<file path="src/rtl/omega_pkg.sv">
package omega_pkg;
    typedef enum logic {SW_PASS = 1'b0, SW_CROSS = 1'b1} sw_mode_e;

    // one-bit left rotation of a line index within dw bits
    function automatic int shuffle_idx(input int idx, input int dw);
        int n;
        n = 1 << dw;
        return ((idx * 2) % n) + (idx / (n / 2));
    endfunction
endpackage

</file>
<file path="src/rtl/omega_switch.sv">
module omega_switch
    import omega_pkg::*;
#(
    parameter int DW  = 3,
    parameter int W   = 8,
    parameter int BIT = 2,
    parameter int PW  = 1 + 2*DW + W
) (
    input  logic [PW-1:0] a_i,
    input  logic [PW-1:0] b_i,
    output logic [PW-1:0] o0_o,
    output logic [PW-1:0] o1_o,
    output logic          lose_o,
    output logic [DW-1:0] lose_src_o
);
    localparam int VPOS = PW - 1;
    localparam int DPOS = PW - 1 - DW + BIT;

    logic     a_v, b_v, a_bit, b_bit;
    logic     conflict;
    sw_mode_e mode;
    logic [PW-1:0] b_eff;

    assign a_v   = a_i[VPOS];
    assign b_v   = b_i[VPOS];
    assign a_bit = a_i[DPOS];
    assign b_bit = b_i[DPOS];
    assign conflict = a_v && b_v && (a_bit == b_bit);

    always_comb begin
        if (a_v)      mode = a_bit ? SW_CROSS : SW_PASS;
        else if (b_v) mode = b_bit ? SW_PASS  : SW_CROSS;
        else          mode = SW_PASS;
    end

    always_comb begin
        b_eff = b_i;
        if (conflict) b_eff[VPOS] = 1'b0;
    end

    always_comb begin
        unique case (mode)
            SW_PASS:  begin o0_o = a_i;   o1_o = b_eff; end
            SW_CROSS: begin o0_o = b_eff; o1_o = a_i;   end
            default:  begin o0_o = a_i;   o1_o = b_eff; end
        endcase
    end

    assign lose_o     = conflict;
    assign lose_src_o = b_i[W +: DW];


    always_comb begin
        if (a_v && b_v && (a_bit != b_bit))
            no_drop_chk: assert (o0_o[VPOS] && o1_o[VPOS]);
    end


    always_comb begin
        if (a_v != b_v)
            lone_pkt_chk: assert ((o0_o[VPOS] ^ o1_o[VPOS]) && !lose_o);
    end
endmodule

</file>
<file path="src/rtl/omega_stage.sv">
module omega_stage
    import omega_pkg::*;
#(
    parameter int P   = 8,
    parameter int W   = 8,
    parameter int STG = 0,
    parameter int DW  = $clog2(P),
    parameter int PW  = 1 + 2*DW + W
) (
    input  logic [P*PW-1:0] pkt_i,
    output logic [P*PW-1:0] pkt_o,
    output logic [P-1:0]    lose_o
);
    localparam int NSW = P / 2;

    logic [P*PW-1:0] shuf;
    logic [NSW-1:0]  lose;
    logic [DW-1:0]   lsrc [NSW];

    for (genvar i = 0; i < P; i++) begin : g_shuf
        localparam int R = shuffle_idx(i, DW);
        assign shuf[R*PW +: PW] = pkt_i[i*PW +: PW];
    end

    for (genvar k = 0; k < NSW; k++) begin : g_sw
        omega_switch #(.DW(DW), .W(W), .BIT(DW-1-STG), .PW(PW)) u_sw (
            .a_i        (shuf[(2*k)*PW +: PW]),
            .b_i        (shuf[(2*k+1)*PW +: PW]),
            .o0_o       (pkt_o[(2*k)*PW +: PW]),
            .o1_o       (pkt_o[(2*k+1)*PW +: PW]),
            .lose_o     (lose[k]),
            .lose_src_o (lsrc[k])
        );
    end

    always_comb begin
        lose_o = '0;
        for (int k = 0; k < NSW; k++)
            if (lose[k]) lose_o[lsrc[k]] = 1'b1;
    end
endmodule

</file>
<file path="src/rtl/omega_net.sv">
module omega_net #(
    parameter int P  = 8,
    parameter int W  = 8,
    parameter int DW = $clog2(P)
) (
    input  logic            clk,
    input  logic            rst_n,
    input  logic [P-1:0]    in_valid,
    input  logic [P*DW-1:0] in_dest,
    input  logic [P*W-1:0]  in_data,
    output logic [P-1:0]    out_valid,
    output logic [P*W-1:0]  out_data,
    output logic [P-1:0]    blocked
);
    localparam int PW = 1 + 2*DW + W;

    logic [P*PW-1:0] chain [DW+1];
    logic [P-1:0]    lose  [DW];
    logic [P-1:0]    blk_c;
    logic [P-1:0]    vld_c;
    logic [P*W-1:0]  dat_c;

    for (genvar i = 0; i < P; i++) begin : g_in
        localparam logic [DW-1:0] SRC = DW'(i);
        assign chain[0][i*PW +: PW] = {in_valid[i], in_dest[i*DW +: DW], SRC, in_data[i*W +: W]};
        assign vld_c[i]        = chain[DW][i*PW + PW - 1];
        assign dat_c[i*W +: W] = chain[DW][i*PW +: W];
    end

    for (genvar s = 0; s < DW; s++) begin : g_stg
        omega_stage #(.P(P), .W(W), .STG(s), .DW(DW), .PW(PW)) u_stg (
            .pkt_i  (chain[s]),
            .pkt_o  (chain[s+1]),
            .lose_o (lose[s])
        );
    end

    always_comb begin
        blk_c = '0;
        for (int s = 0; s < DW; s++) blk_c = blk_c | lose[s];
    end

    always_ff @(posedge clk) begin
        if (!rst_n) begin
            out_valid <= '0;
            out_data  <= '0;
            blocked   <= '0;
        end else begin
            out_valid <= vld_c;
            out_data  <= dat_c;
            blocked   <= blk_c;
        end
    end


    reset_clear_chk: assert property (@(posedge clk) !rst_n |=> (out_valid == '0 && blocked == '0));


    conserve_chk: assert property (@(posedge clk) disable iff (!rst_n)
        $countones(out_valid) + $countones(blocked) == $countones($past(in_valid)));


    blk_src_chk: assert property (@(posedge clk) disable iff (!rst_n)
        (blocked & ~$past(in_valid)) == '0);
endmodule

</file>
<file path="config.mk">
export PLATFORM = sky130hd
export DESIGN_NAME = omega_net
export DESIGN_NICKNAME = d
export VERILOG_FILES = /design/src/rtl/omega_pkg.sv /design/src/rtl/omega_switch.sv /design/src/rtl/omega_stage.sv /design/src/rtl/omega_net.sv
export SDC_FILE = /design/constraint.sdc
export NUM_CORES = 1
export LEC_CHECK = 0
export ABC_AREA = 1
export BUFFER_PORTS_ARGS = -buffer_cell sky130_fd_sc_hd__clkbuf_2
export CELL_PAD_IN_SITES_DETAIL_PLACEMENT = 1
export CELL_PAD_IN_SITES_GLOBAL_PLACEMENT = 1
export CORE_MARGIN = 5
export CORE_UTILIZATION = 36
export DETAILED_ROUTE_END_ITERATION = 8
export PLACE_DENSITY_LB_ADDON = 0.1
export SYNTH_ARGS = -nofsm -noshare
export SYNTH_HDL_FRONTEND = slang
export SYNTH_SLANG_ARGS = --single-unit
</file>
<file path="constraint.sdc">
create_clock -name clk -period 2 [get_ports clk]
set_input_delay 0.4 -clock clk [delete_from_list [all_inputs] [get_ports clk]]
set_output_delay 0.4 -clock clk [all_outputs]
set_load 0.05 [all_outputs]
</file>
# == After elaboration in Yosys (flattened, before gate mapping) ==
# Index checks and enable logic that the tools add are counted.
# op_classes
n_eq_ne,12
bitwise,20
addsub,0
n_shift,0
order_cmp,16
n_reduce_logical,32
mux,112
div,0
n_mul,0
# ops
op,count
$pmux 15 s2,24
$mux 8,9
$mux 1,68
$or 8x8->8,8
$logic_and 1x1->1,32
$lt 3x4->1 const B,8
$demux 1 s3,8
$ge 3x1->1 const B,8
$eq 1x1->1,12
$not 1->1,12
$mux 7,1
$mux 6,1
$mux 5,1
# word_totals
out_inout_bits,80
in_bits,98
latchBits,0
ramBits,0
mem_count,0
mem_bits_ro,0
wordCells,195
register_bits,80

# == Longest topological paths before layout ==
# depth
ltp_word,22
depth_mapped,17
mapped_depth_nobuf,17

# == By module ==
# A second synthesis with hierarchy kept.
# unflattened
cells_unflattened,1783
hier_area_um2,10777.8
# modules_own_cells
mod,seq_area_each_um2,cells_each,n_inst,area_each_um2
omega_switch,0.0,108,12,613.1
omega_net,1601.5,259,1,2361.0
omega_stage at g_stg[1].u_stg,0.0,77,1,362.8
omega_stage at g_stg[2].u_stg,0.0,76,1,351.6
omega_stage at g_stg[0].u_stg,0.0,75,1,345.3

# == Worst setup path before layout ==
# No wires, ideal clock.
# synth_timing
path_kind,input to register
start,in in_valid[0]
end,reg out_data[53]
n_path_buf,2
setup_ns,0.116
setup_slack_ns,0.218
cell_stages,14
t_required_ns,1.884
t_arrival_ns,1.667
path_cell_list,inv_1 > nand3_1 > nand2_2 > buf_6 > nand2_1 > o21ai_0 > nand3_1 > nand2_1 > inv_2 > nand2_2 > nand2_4 > buf_4 > o21ai_0 > nor2_1
# synth_between
elab_chain_cells,11
elab_cells_between_ends,18
classes_between,eq/ne (1); mux (10); bitwise (3); reduce/logical (4)
# synth_lines
item,line_no,rtl
"start, declared",omega_net.sv:8,"input logic [P-1:0] in_valid,"
$mux 1 or $logic_and 1x1->1 (tied branches),--,
$not 1->1 or $logic_and 1x1->1 (tied branches),"omega_switch.sv:42, omega_switch.sv:28",
$pmux 15 s2 *,omega_switch.sv:42,unique case (mode)
$mux 1 or $pmux 15 s2 (tied branches),"omega_switch.sv:31, omega_switch.sv:42",
$mux 1 or $logic_and 1x1->1 (tied branches),"omega_switch.sv:31, omega_switch.sv:28",
$not 1->1 or $logic_and 1x1->1 (tied branches),"omega_switch.sv:42, omega_switch.sv:28",
$pmux 15 s2 *,omega_switch.sv:42,
$mux 1 or $pmux 15 s2 (tied branches),"omega_switch.sv:31, omega_switch.sv:42",
$mux 1,omega_switch.sv:31,if (a_v) mode = a_bit ? SW_CROSS : SW_PASS;
$not 1->1,omega_switch.sv:42,
$pmux 15 s2 *,omega_switch.sv:42,
"end signal, assigned",omega_net.sv:50,out_data <= dat_c;
"end, declared",omega_net.sv:12,"output logic [P*W-1:0] out_data,"
# Mark *: on every way between the ends. The rest lies on a longest branch, timed or not. The select of a mux whose other input is x is not followed.
# A chain may end at the register's enable or synchronous reset.

# == Worst setup path in the final report ==
# layout_timing
start,in in_valid[2]
end,reg out_data[28]
# layout_between
elab_chain_cells,12
elab_cells_between_ends,19
classes_between,eq/ne (1); mux (11); bitwise (3); reduce/logical (4)
# layout_lines
item,line_no,rtl
$mux 1 or $logic_and 1x1->1 (tied branches),"omega_switch.sv:31, omega_switch.sv:28",
$not 1->1 or $logic_and 1x1->1 (tied branches),"omega_switch.sv:42, omega_switch.sv:28",
$pmux 15 s2 *,omega_switch.sv:42,
$mux 1 or $pmux 15 s2 (tied branches),"omega_switch.sv:32, omega_switch.sv:42",
$mux 1,omega_switch.sv:32,else if (b_v) mode = b_bit ? SW_PASS : SW_CROSS;
$mux 1,omega_switch.sv:31,
$not 1->1,omega_switch.sv:42,
$pmux 15 s2 *,omega_switch.sv:42,
$mux 1 (2 in series),omega_switch.sv:31,
$not 1->1,omega_switch.sv:42,
$pmux 15 s2 *,omega_switch.sv:42,
# Marked as above.

==> results_dict.tcl <==
set metrics [dict create \
    outcome "completed" \
    avgSynthCellArea_sq_um 6.62 \
    grt_pass1_vias 6407 \
    yosys-top-cells-count "nand2_1 (165), nor2_1 (143), o21ai_0 (80)" \
    post-cts-setup-buffers 0 \
    placed_cell_area_sq_um 7350 \
    hold_slack_ns 0.400 \
    clkTransAtPathRegs_ns 0.06 \
    worstPathArrival_ns 2.07 \
    synth-seq-cells 79 \
    crit_path_end "out_data[28]" \
    ant_nets 0 \
    tritoncts "built" \
    diodes 0 \
    cts-resized-gates 0 \
    num_rows 45 \
    tightest_slew_ns 0.507 \
    wl_met1_um 9940 \
    synthCells 847 \
    root_buffer "clkbuf_16" \
    maxSlewViolCount 0 \
    drive_gt1_share_pct 34.8 \
    clock_power_share_pct 24.6 \
    core_sq_um 15300 \
    overflow 0 \
    clock_path_buffers 2 \
    dp.cells 1298 \
    irDropWorstVdd_v 0.000490 \
    p_int_mw 3.81 \
    vias 6255 \
    seq_area_frac_synth_pct 28.2 \
    dieArea_sq_um 18200 \
    drc 0 \
    setup_viol 0 \
    hold_violations 0 \
    sw_frac_of_total_pct 45.2 \
    synth_ff_type "dfxtp_1" \
    synth_nets 945 \
    crit_path_end_kind "register" \
    p_switching_mw 3.14 \
    first_pass_iters 4 \
    fin_crit_ns 1.81 \
    layoutNonFillerInstCount 1314 \
    synthDistinctLibCells 35 \
    clock_sinks 79 \
    crit_start "in_valid[2]" \
    antenna_found_initial 0 \
    p_comb_share_pct 47.8 \
    top_layer_used "met4" \
    synthesis.area_sq_um 5610 \
    slew_headroom_pct 65.8 \
    regArea_sq_um 1580 \
    finalPower_mw 6.96 \
    numCtsBuffers 9 \
    clock.fmax_ghz 0.551 \
    synth_top_area_cell "dfxtp_1" \
    pwr_density_cell_nw_per_um2 909 \
    wl_per_cell_um 15.7 \
    synth.top_cell.area_share_pct 28.2 \
    routed-wl-met2_um 9480 \
    dpl.hpwl_um 17200 \
    netlist_top_cells_area "dfxtp_1 (28%), mux2i_1 (11%), nand2_1 (11%), nor2_1 (9.6%), o21ai_0 (7.1%)" \
    fin_area_sq_um 7660 \
    die_w_um 135 \
    drt-total-wl_um 20600 \
    io_pins 178 \
    met3_wirelength_um 795 \
    grt_use_total_pct 22.7 \
    crit_fanout 16 \
    grt_max_degree 69 \
    via_per_inst 4.76 \
    period_share_pct 90.7 \
    drt-initial-drc-count 298 \
    multiInputGateArea_sq_um 3440 \
    p_leak_nw 4.06 \
    grt_first_pass_wirelength_um 32700 \
    hp-class "primary input to register" \
    dieHeight_um 135 \
    path_class "primary input to register" \
    cap_violations 0 \
    synth_most_common_cell "nand2_1" \
    async_reset_ff_share_pct 0 \
    gp_congestion 0.864 \
    htreeDepth 3 \
    cp.required_ns 2.26 \
    rsz0062_at_grt "false" \
    seqPwrFrac_pct 27.6 \
    nFillCells 2085 \
    yosys_warnings 0 \
    fin_nets 1196 \
    portBuffers 176 \
    startpoint_type "primary input" \
    hold_buffers 0 \
    initial_core_util_pct 36.8 \
    fin_ws_ns 0.186 \
    dp_slack_ns -0.193 \
    area_delta_synth_final_pct 36.5 \
    synth_edf_count 0 \
]
## area by class of cell
cell class	instances	share of cell area [%]
Timing Repair Buffer	278	22.6
Tap cell	211	3.45
Inverter	85	4.33
Multi-Input combinational cell	645	45.0
Clock buffer	9	2.94
Clock inverter	7	1.03
Sequential cell	79	20.7
## logic make-up (layout without fill, tap and decap cells)
| family | after synthesis | count (layout) | share of synthesized area (%) |
|---|---|---|---|
| DFF | 79 | 79 | 28.2 |
| buffers and inverters | 123 | 379 | 10.4 |
| muxes | 64 | 64 | 11.4 |
| and+or+nand+nor | 407 | 407 | 33.5 |
| other | 1 | 1 | 0.0668 |
| xor gates and xnor gates | 2 | 2 | 0.312 |
| AOI/OAI and AO/OA | 171 | 171 | 16.1 |
## critical path: stages
cell and delay [ns]:
clkbuf_2 0.11, inv_1 0.08, nand3_2 0.08, nand2_2 0.12, nand2_1 0.09, and2_1 0.19, o21ai_2 0.22, inv_1 0.09
nand2_2 0.09, nand2_4 0.12, inv_4 0.19, nor2_1 0.07, nor2_1 0.19
## placed cells by master, fill, tap and decap left out, drive strengths merged
master and instances:
o211ai 4, buf 102, dfxtp 79, nor4 1
a22o 1, nand4 4, conb 1, o21ai 132
o31ai 1, xor2 2, inv 86, and2 3
bufinv 1, clkinv 5, a21oi 33, nand3b 1
clkbuf 185, nor3 3, mux2i 64, nand2 202
nor2 154, nand3 39
## stage by stage
stage	setup TNS [ns]	utilization [%]
final	0	50.2
after global routing	0	50.2
after CTS	0	50.2
after detailed placement	-5.47	48.2
after global placement	-3.38	48.2
after floorplan	0	-
## worst min path at each step
stage / depth (start not counted) / end / from
detailed placement: 4 / blocked[4] / in_valid[4]
global route: 4 / blocked[4] / in_valid[4]
global placement: 4 / blocked[4] / in_valid[4]
finish: 4 / blocked[4] / in_valid[4]
CTS: 4 / blocked[4] / in_valid[4]
floorplan: 2 / blocked[4] / rst_n
## state kept, by name, indices dropped and copies added (netlist names)
register   count
blocked        7
out_data      64
out_valid      8
## power by group through the flow
| stage | clock network (mW) | logic (mW) | registers [mW] |
|---|---|---|---|
| finish | 1.71 | 3.32 | 1.92 |
| global placement | 0 | 3.28 | 1.96 |
| floorplan | 0 | 1.39 | 2.85 |
| detailed placement | 0 | 3.32 | 1.96 |
| CTS | 1.75 | 3.34 | 1.93 |
| global route | 1.80 | 3.61 | 1.95 |
## metal layers
| metal | up-vias | track usage (%) |
|---|---|---|
| met2 | 128 | 36.7 |
| met5 | - | 0 |
| met3 | 22 | 3.32 |
| li1 | 3236 | - |
| met1 | 2869 | 31.1 |
| met4 | 0 | 7.13 |
No activity file was read; power rests on OpenSTA's default activity.
